$ cat config.mk
export PLATFORM = sky130hd
export DESIGN_NAME = pow2_window_alloc
export DESIGN_NICKNAME = d
export VERILOG_FILES = /design/src/rtl/pow2_alloc_pkg.sv /design/src/rtl/pow2_lead_detect.sv /design/src/rtl/pow2_trail_detect.sv /design/src/rtl/pow2_chunk_step.sv /design/src/rtl/pow2_window_alloc.sv
export SDC_FILE = /design/constraint.sdc
export NUM_CORES = 2
export LEC_CHECK = 0
export BUFFER_PORTS_ARGS = -buffer_cell sky130_fd_sc_hd__buf_4
export CORE_MARGIN = 5
export CORE_UTILIZATION = 60
export DETAILED_ROUTE_END_ITERATION = 7
export HOLD_SLACK_MARGIN = 0.08
export PLACE_DENSITY = 0.83
export SETUP_SLACK_MARGIN = 0.4
export SLEW_MARGIN = 20
export SYNTH_ARGS = -nofsm -noshare
export SYNTH_HDL_FRONTEND = slang
export SYNTH_HIERARCHICAL = 1
export SYNTH_SLANG_ARGS = --single-unit
$ cat constraint.sdc
create_clock -name clk -period 17.8 [get_ports clk]
set_clock_uncertainty 0.1 [all_clocks]
set_input_delay 3.56 -clock clk [delete_from_list [all_inputs] [get_ports clk]]
set_output_delay 3.56 -clock clk [all_outputs]
set_load 0.005 [all_outputs]
$ cat src/rtl/pow2_alloc_pkg.sv
package pow2_alloc_pkg;

   typedef enum logic [0:0] {
      ST_IDLE = 1'b0,
      ST_RUN  = 1'b1
   } alloc_state_e;

   typedef enum logic [1:0] {
      END_NONE  = 2'd0,
      END_CLEAN = 2'd1,
      END_SHORT = 2'd2,
      END_VOID  = 2'd3
   } alloc_end_e;

endpackage

$ cat src/rtl/pow2_lead_detect.sv
module pow2_lead_detect #(
   parameter int W = 64
) (
   input  logic [W-1:0] vec,
   output logic [W-1:0] onehot
);
   logic [W:0] seen_above;

   assign seen_above[W] = 1'b0;

   generate
      for (genvar i = W - 1; i >= 0; i--) begin : g_bit
         assign seen_above[i] = seen_above[i+1] | vec[i];
         assign onehot[i]     = vec[i] & ~seen_above[i+1];
      end
   endgenerate
endmodule

$ cat src/rtl/pow2_trail_detect.sv
module pow2_trail_detect #(
   parameter int W         = 64,
   parameter bit USE_ARITH = 1'b1
) (
   input  logic [W-1:0] vec,
   output logic [W-1:0] onehot
);
   generate
      if (USE_ARITH) begin : g_arith
         assign onehot = vec & (~vec + {{(W-1){1'b0}}, 1'b1});
      end else begin : g_chain
         logic [W:0] seen_below;
         assign seen_below[0] = 1'b0;
         for (genvar i = 0; i < W; i++) begin : g_bit
            assign seen_below[i+1] = seen_below[i] | vec[i];
            assign onehot[i]       = vec[i] & ~seen_below[i];
         end
      end
   endgenerate
endmodule

$ cat src/rtl/pow2_chunk_step.sv
module pow2_chunk_step #(
   parameter int ADDR_W      = 64,
   parameter int MIN_SHIFT   = 16,
   parameter bit TRAIL_ARITH = 1'b1
) (
   input  logic [ADDR_W-1:0] cur_phys,
   input  logic [ADDR_W-1:0] cur_left,
   output logic [ADDR_W-1:0] chunk,
   output logic [ADDR_W-1:0] chunk_mask,
   output logic              too_small
);
   localparam logic [ADDR_W-1:0] MIN_CHUNK = ADDR_W'(1) << MIN_SHIFT;
   localparam logic [ADDR_W-1:0] LOW_CLEAR = ~(MIN_CHUNK - ADDR_W'(1));

   logic [ADDR_W-1:0] size_cap;
   logic [ADDR_W-1:0] align_cap;
   logic              unaligned_free;

   pow2_lead_detect #(.W(ADDR_W)) u_lead (
      .vec    (cur_left),
      .onehot (size_cap)
   );

   pow2_trail_detect #(.W(ADDR_W), .USE_ARITH(TRAIL_ARITH)) u_trail (
      .vec    (cur_phys),
      .onehot (align_cap)
   );

   assign unaligned_free = (cur_phys == '0);

   always_comb begin
      if (unaligned_free || (size_cap < align_cap)) begin
         chunk = size_cap;
      end else begin
         chunk = align_cap;
      end
   end

   assign chunk_mask = ~(chunk - ADDR_W'(1)) & LOW_CLEAR;
   assign too_small  = (chunk < MIN_CHUNK);
endmodule

$ cat src/rtl/pow2_window_alloc.sv
module pow2_window_alloc #(
   parameter int ADDR_W      = 64,
   parameter int ACT_W       = 32,
   parameter int WIN_COUNT   = 8,
   parameter int MIN_SHIFT   = 16,
   parameter bit TRAIL_ARITH = 1'b1,
   localparam int IDX_W      = $clog2(WIN_COUNT + 1)
) (
   input  logic              clk,
   input  logic              rst_n,
   input  logic              start,
   input  logic [IDX_W-1:0]  first_idx,
   input  logic              first_idx_ok,
   input  logic [ADDR_W-1:0] phys_start,
   input  logic [ADDR_W-1:0] bus_start,
   input  logic [ADDR_W-1:0] region_size,
   input  logic [ACT_W-1:0]  action,
   output logic              busy,
   output logic              done,
   output logic              fail,
   output logic [IDX_W-1:0]  next_idx,
   output logic              next_idx_ok,
   output logic [IDX_W-1:0]  disable_from,
   output logic              rec_valid,
   output logic [IDX_W-1:0]  rec_idx,
   output logic [ADDR_W-1:0] rec_match,
   output logic [ADDR_W-1:0] rec_remap,
   output logic [ADDR_W-1:0] rec_mask,
   output logic [ACT_W-1:0]  rec_action
);
   import pow2_alloc_pkg::*;

   localparam logic [IDX_W-1:0] IDX_LIMIT = IDX_W'(WIN_COUNT);

   generate
      if (MIN_SHIFT >= ADDR_W) begin : g_bad_shift
         $error("MIN_SHIFT must be below ADDR_W");
      end
      if (WIN_COUNT < 1) begin : g_bad_count
         $error("WIN_COUNT must be at least one");
      end
      if (ADDR_W < 2) begin : g_bad_width
         $error("ADDR_W too small");
      end
   endgenerate

   alloc_state_e      st_q;
   logic [ADDR_W-1:0] phys_q;
   logic [ADDR_W-1:0] bus_q;
   logic [ADDR_W-1:0] left_q;
   logic [ACT_W-1:0]  act_q;
   logic [IDX_W-1:0]  idx_q;
   logic              idx_ok_q;

   logic [ADDR_W-1:0] step_chunk;
   logic [ADDR_W-1:0] step_mask;
   logic              step_small;
   logic              budget_gone;
   alloc_end_e        end_kind;

   pow2_chunk_step #(
      .ADDR_W      (ADDR_W),
      .MIN_SHIFT   (MIN_SHIFT),
      .TRAIL_ARITH (TRAIL_ARITH)
   ) u_step (
      .cur_phys   (phys_q),
      .cur_left   (left_q),
      .chunk      (step_chunk),
      .chunk_mask (step_mask),
      .too_small  (step_small)
   );

   assign budget_gone = (idx_q >= IDX_LIMIT);

   always_comb begin
      if (!idx_ok_q) begin
         end_kind = END_VOID;
      end else if (left_q == '0) begin
         end_kind = END_CLEAN;
      end else if (budget_gone || step_small) begin
         end_kind = END_SHORT;
      end else begin
         end_kind = END_NONE;
      end
   end

   always_ff @(posedge clk) begin
      if (!rst_n) begin
         st_q        <= ST_IDLE;
         phys_q      <= '0;
         bus_q       <= '0;
         left_q      <= '0;
         act_q       <= '0;
         idx_q       <= '0;
         idx_ok_q    <= 1'b0;
         done        <= 1'b0;
         fail        <= 1'b0;
         next_idx    <= '0;
         next_idx_ok <= 1'b0;
         rec_valid   <= 1'b0;
         rec_idx     <= '0;
         rec_match   <= '0;
         rec_remap   <= '0;
         rec_mask    <= '0;
         rec_action  <= '0;
      end else begin
         rec_valid <= 1'b0;
         done      <= 1'b0;
         case (st_q)
            ST_IDLE: begin
               if (start) begin
                  phys_q   <= phys_start;
                  bus_q    <= bus_start;
                  left_q   <= region_size;
                  act_q    <= action;
                  idx_q    <= first_idx;
                  idx_ok_q <= first_idx_ok;
                  st_q     <= ST_RUN;
               end
            end
            ST_RUN: begin
               case (end_kind)
                  END_VOID: begin
                     done        <= 1'b1;
                     fail        <= 1'b0;
                     next_idx    <= '0;
                     next_idx_ok <= 1'b0;
                     st_q        <= ST_IDLE;
                  end
                  END_CLEAN: begin
                     done        <= 1'b1;
                     fail        <= 1'b0;
                     next_idx    <= idx_q;
                     next_idx_ok <= 1'b1;
                     st_q        <= ST_IDLE;
                  end
                  END_SHORT: begin
                     done        <= 1'b1;
                     fail        <= 1'b1;
                     next_idx    <= '0;
                     next_idx_ok <= 1'b0;
                     st_q        <= ST_IDLE;
                  end
                  default: begin
                     rec_valid  <= 1'b1;
                     rec_idx    <= idx_q;
                     rec_match  <= phys_q;
                     rec_remap  <= bus_q;
                     rec_mask   <= step_mask;
                     rec_action <= act_q;
                     phys_q     <= phys_q + step_chunk;
                     bus_q      <= bus_q + step_chunk;
                     left_q     <= left_q - step_chunk;
                     idx_q      <= idx_q + IDX_W'(1);
                  end
               endcase
            end
            default: st_q <= ST_IDLE;
         endcase
      end
   end

   assign busy         = (st_q == ST_RUN);
   assign disable_from = next_idx_ok ? next_idx : '0;
endmodule

After elaboration in Yosys (flattened, before gate mapping):

Cells that the tools add are included.

* bits in writable memories: 0
* input port bits: 232
* memories kept: 0
* flip-flop bits (word level): 450
* latch bits: 0
* output and inout port bits: 241
* bits in read-only memories: 0
* word-level logic and storage cells: 263

* magnitude comparators: 3
* reduce and logical (&&, ||, !) cells: 15
* equal/unequal tests: 5
* div/mod/pow operators: 0
* multiply operators: 0
* $add $sub $neg: 6
* bitwise logic cells: 193
* mux-type cells: 24
* shift operators: 0

Operators with widths (number)
* $mux W64: 7
* $pmux W64 S2: 3
* $add A64 B64 Y64: 2
* $logic_not A64 Y1: 2
* $not A64 Y64: 2
* $not A1 Y1: 65
* $add A64 B1 Y64 const B: 1
* $and A64 B64 Y64: 1
* $lt A64 B17 Y1 const B: 1
* $lt A64 B64 Y1: 1
* $sub A64 B1 Y64 const B: 1
* $sub A64 B64 Y64: 1
* $and A1 B1 Y1: 63
* $or A1 B1 Y1: 62
* $pmux W4 S2: 2
* $mux W4: 3
* $reduce_and A2 Y1: 6
* $mux W2: 3
* $pmux W1 S2: 3
* $add A4 B1 Y4 const B: 1
* $eq A2 B2 Y1 const B: 2
* $ge A4 B4 Y1 const B: 1
* $ne A2 B2 Y1 const B: 2
* $reduce_bool A2 Y1: 2
* 5 further kinds: 9

Depth between registers and ports, before layout:

* depth after elaboration: 76
* mapped depth: 31
* mapped depth without buffers: 27

Hierarchy:

Netlist, hierarchy kept.

Modules (own cells, without submodules)
* pow2_window_alloc: area each 28599.9 um^2, cells each 3786, times used 1, sequential area each 9328.9 um^2
* pow2_chunk_step: area each 4642.0 um^2, cells each 661, times used 1, sequential area each 0.0 um^2
* pow2_trail_detect: area each 1126.1 um^2, cells each 158, times used 1, sequential area each 0.0 um^2
* pow2_lead_detect: area each 948.4 um^2, cells each 143, times used 1, sequential area each 0.0 um^2

Least setup slack after synthesis:

No wires, ideal clock.

* path type: register to register
* start point: reg phys_q[34]
* end point: reg bus_q[42]
* setup slack: 10.684 ns
* cell stages (with the launch flop): 31
* required time: 17.605 ns
* period minus slack after synthesis: 7.116 ns
* path buffers: 3
* arrival time: 6.921 ns
* setup time: 0.095 ns
* path through: dfxtp_1 -> or4_4 -> nor3_4 -> nand3_4 -> buf_6 -> nor3_2 -> inv_1 -> ha_1 -> nand4_1 -> nor4_1 -> nand4_1 -> nor2_1 -> o21ai_0 -> a21oi_1 -> buf_2 -> buf_2 -> mux2_2 -> ha_1 -> fa_1 -> a211oi_1 -> o21bai_1 -> a21oi_1 -> o21ai_1 -> a21oi_2 -> o21ai_1 -> nor4bb_1 -> a21o_1 -> and3_1 -> a31oi_1 -> xnor2_1 -> a221oi_1

* word-level cells in the longest chain between the ends: 15
* elaborated cells between the ends (all ways): 21
* classes of those cells: add/sub: 2; order compare: 2; eq/ne: 4; mux: 6; bitwise: 2; reduce/logical: 5

RTL lines
* from (decl): line pow2_window_alloc.sv:48 `logic [ADDR_W-1:0] phys_q;`
* from (signal assigned): line pow2_window_alloc.sv:112 `phys_q <= phys_start;`
* from (signal assigned): line pow2_window_alloc.sv:151 `phys_q <= phys_q + step_chunk;`
* $not A64 Y64 *: line pow2_trail_detect.sv:10 `assign onehot = vec & (~vec + {{(W-1){1'b0}}, 1'b1});`
* $add A64 B1 Y64 *: line pow2_trail_detect.sv:10
* $and A64 B64 Y64 *: line pow2_trail_detect.sv:10
* net u_step.align_cap[59]: line pow2_chunk_step.sv:16 `logic [ADDR_W-1:0] align_cap;`
* $lt A64 B64 Y1 *: line pow2_chunk_step.sv:32 `if (unaligned_free || (size_cap < align_cap)) begin`
* $logic_or A1 B1 Y1 *: line pow2_chunk_step.sv:32
* $mux W64 *: line pow2_chunk_step.sv:32
* net step_chunk[0]: line pow2_window_alloc.sv:55 `logic [ADDR_W-1:0] step_chunk;`
* $lt A64 B17 Y1: line pow2_chunk_step.sv:40 `assign too_small = (chunk < MIN_CHUNK);`
* $logic_or A1 B1 Y1: line pow2_window_alloc.sv:80 `end else if (budget_gone || step_small) begin`
* $mux W2: line pow2_window_alloc.sv:80
* $mux W2: line pow2_window_alloc.sv:78 `end else if (left_q == '0) begin`
* $mux W2: line pow2_window_alloc.sv:76 `if (!idx_ok_q) begin`
* $eq A2 B2 Y1 / $eq A2 B1 Y1 (equally long branches): line pow2_window_alloc.sv:122 `case (end_kind)`
* $reduce_or A3 Y1 (no source line)
* $ne A2 B2 Y1 (no source line)
* $reduce_and A2 Y1 (no source line)
* to (signal assigned): line pow2_window_alloc.sv:113 `bus_q <= bus_start;`
* to (signal assigned): line pow2_window_alloc.sv:152 `bus_q <= bus_q + step_chunk;`
* to (decl): line pow2_window_alloc.sv:49 `logic [ADDR_W-1:0] bus_q;`

Mark *: on every way through the listed nets, which the timed path passes. The rest lies on a longest branch. The select of a mux whose other input is x is not followed.
A chain may end at the register's enable or synchronous reset.

Worst setup path in the final report:

* start point: reg phys_q[0]
* end point: reg phys_q[62]

* word-level cells in the longest chain between the ends: 15
* elaborated cells between the ends (all ways): 21
* classes of those cells: add/sub: 2; order compare: 2; eq/ne: 4; mux: 6; bitwise: 2; reduce/logical: 5

RTL lines (line)
* $not A64 Y64 *: pow2_trail_detect.sv:10
* $add A64 B1 Y64 *: pow2_trail_detect.sv:10
* $and A64 B64 Y64 *: pow2_trail_detect.sv:10
* net u_step.align_cap[56]: pow2_chunk_step.sv:16
* $lt A64 B64 Y1 *: pow2_chunk_step.sv:32
* $logic_or A1 B1 Y1 *: pow2_chunk_step.sv:32
* $mux W64 *: pow2_chunk_step.sv:32
* net step_chunk[0]: pow2_window_alloc.sv:55
* $lt A64 B17 Y1: pow2_chunk_step.sv:40
* $logic_or A1 B1 Y1: pow2_window_alloc.sv:80
* $mux W2: pow2_window_alloc.sv:80
* $mux W2: pow2_window_alloc.sv:78
* $mux W2: pow2_window_alloc.sv:76
* $eq A2 B2 Y1 / $eq A2 B1 Y1 (equally long branches): pow2_window_alloc.sv:122
* $reduce_or A3 Y1 (no source line)
* $ne A2 B2 Y1 (no source line)
* $reduce_and A2 Y1 (no source line)

Marked as above.

==> metrics.txt <==
Slew HR 0.213; max incr delay on CP 0.80 ns; post-route setup TNS 0 ns; Maximum Capacitance Violations 0; Max Fclk 103 MHz; Final setup viols 0; Worst-Skew Late Latency 0.62 ns; cell mode on critical path nand4_1; Seq/Total Area, Yosys 0.264; Critical Path Start Type flip-flop; top area cells in the synthesized netlist dfxtp_1 26%, a21oi_1 9.3%, ha_1 9.0%, nand2_1 8.9%, xnor2_1 3.3%; Rows 89; I/O Buffers 472; die area 0.0638 sq mm; Via density 6.46; worst vdd rail ir drop 0.0000816 V; async set or reset register ratio after synthesis 0; minimum clock period 9.73 ns; slowest CP cell nor4_1; Die X 253 microns; required time of the worst setup path 18.23 ns; initial core utilization 0.602; Overflow after GRT 0; CP max FO 48; Mapped Area 0.0353 sq mm; WL final 133000 microns; final instance count without filler cells 5835; DP Wirelength 99800 microns; ratio of cells with drive above 1 in the final layout 0.151; worst min path class reg2reg; WP data arrival 10.16 ns; flop-to-flop setup slack 8.07 ns; fillers 5076; EDFF count, synth 0; Setup Buffers After CTS 0; Placer Congestion 1.02; final hold slack 0.353 ns; Synthesis Warnings 6; Setup Crit Path Kind reg2reg; 1st-pass router iterations 6; Pleak 0.0174 uW; Wirelength per Cell 22.8 microns; Synth area leader dfxtp_1; crit end category flip-flop; Pwr Total 3320 uW; hold buffers post-CTS 0; largest net degree at the start of global routing 221; count of cell types in the netlist 110; I/O pin count 473; outcome complete, no violations; syn avg cell area 7.44 sq um; GRT Overall Usage 0.391; flops & latches, synth 466; Clock transition at path regs 0.06 ns; Num CTS Buffers 50; antenna violations before repair 2; Post-Route Utilization 0.692; remaining antenna violation count 0; Root Driver clkbuf_16; Sequential cell area 0.00933 sq mm; Clock Sinks 466; global-route wire length before repair 199000 microns; Final period util 0.547; # DRC 0; CTS tree yes; final net count 5510; RSZ-0062 raised after global routing false; CTS Buffer Depth 3; Synth Instances 4748; Core Region 0.0587 sq mm; PD cells 81.6 mW/mm^2; top-count cell post-synth nand2_1; Worst Max-Slew Pin Slew 1.18 ns; placed cells 5741; most frequent cells after synthesis 833 x nand2_1, 657 x a21oi_1, 466 x dfxtp_1; area of the multi-input gates 0.0241 sq mm; height of the die 253 microns; via count 37689; initial DRC count 4418; area growth from synthesis to layout 15.0%; number of gates resized after CTS 0; vias in the first global route 34228; area fraction of the dominant cell type after synthesis 0.264; Post-synth top flop dfxtp_1; Slew Limit Fails 0; final hold vios 0; H-tree Lvls 2
metal layers:
metal  vias up  routed length, microns  track usage
met2      2004                   56400        0.586
met1     17795                   56000        0.559
met4         0                    5640        0.148
met3       305                   14900       0.0750
li1      17585                       -            -
met5         -                       0            0
power by group:
group	internal (uW)	leakage [uW]	switching [uW]
logic	409	0.0128	656
clock network	624	0.000805	463
registers	1090	0.00380	76.7
critical path, delay by kind of cell (launching register included):
family,cells,cell delay (ns)
buffers and inverters,2,0.79
adders and majority gates,3,0.95
AOI/OAI and AO/OA,11,3.12
DFF,1,0.44
muxes,2,0.81
and+or+nand+nor,10,3.37
registers in the layout (all words and copies together) (netlist names), 32 cells and up:
| name | flops |
|---|---|
| left_q | 64 |
| phys_q | 64 |
| act_q | 32 |
| rec_match | 64 |
| rec_remap | 64 |
| bus_q | 64 |
| rec_action | 32 |
| rec_mask | 64 |
per-stage QoR:
| step | worst slack, ns | area (sq um) |
|---|---|---|
| after floorplan | 10.68 | 35400 |
| after global placement | 8.63 | 38900 |
| after detailed placement | 8.36 | 38900 |
| after CTS | 8.35 | 40600 |
| after global routing | 7.70 | 40600 |
| final | 8.07 | 40600 |
placed cells by master, fill, tap and decap left out, types with 31 or more instances in the layout:
| cell type | synthesis | final |
|---|---|---|
| a211oi_1 | 51 | 51 |
| a21o_1 | 132 | 132 |
| a21oi_1 | 657 | 656 |
| a221oi_1 | 40 | 40 |
| a22oi_1 | 64 | 64 |
| a31oi_1 | 33 | 33 |
| and2_1 | 31 | 31 |
| and3_1 | 64 | 64 |
| buf_4 | 30 | 503 |
| clkbuf_16 | 0 | 50 |
| dfxtp_1 | 466 | 465 |
| ha_1 | 254 | 254 |
| inv_1 | 187 | 187 |
| mux2_2 | 66 | 66 |
| mux2i_1 | 71 | 71 |
| nand2_1 | 833 | 830 |
| nand2b_1 | 38 | 38 |
| nand3_1 | 61 | 61 |
| nand4_1 | 86 | 86 |
| nor2_1 | 294 | 292 |
| nor2b_1 | 42 | 41 |
| nor3_1 | 101 | 101 |
| nor4_1 | 81 | 81 |
| o21ai_0 | 159 | 159 |
| o21bai_1 | 36 | 36 |
| xnor2_1 | 134 | 134 |
| xor2_1 | 85 | 85 |
cell type report:
type                       count  area share
tap                          773      0.0238
antenna                        2    0.000123
inverter                     190      0.0177
timing repair buffer         505      0.0942
sequential                   466       0.230
multi-input combinational   3808       0.593
clock inverter                23     0.00690
clock buffer                  68      0.0344
kinds of logic (layout without fill, tap and decap cells):
logic type	count (synthesis)	count (layout)	share of synthesized area
and+or+nand+nor	1806	1806	0.249
adders and majority gates	257	257	0.0917
other	1	18	0.000106
AOI/OAI and AO/OA	1372	1372	0.242
buffers and inverters	489	786	0.0571
muxes	138	138	0.0415
DFF	466	466	0.264
xor gates and xnor gates	219	219	0.0543
path summary, 6_finish.rpt:
kind                                              from                           to  depth (start not counted)
worst min register to register  act_q[12]$_SDFFE_PN0P_  rec_action[12]$_SDFFE_PN0P_                          2
worst min-delay path            act_q[12]$_SDFFE_PN0P_  rec_action[12]$_SDFFE_PN0P_                          2
worst max register to register  phys_q[0]$_SDFFE_PN0P_      phys_q[62]$_SDFFE_PN0P_                         28
worst max-delay path            phys_q[0]$_SDFFE_PN0P_      phys_q[62]$_SDFFE_PN0P_                         28
Note: power is estimated with default switching activity, not from simulation.
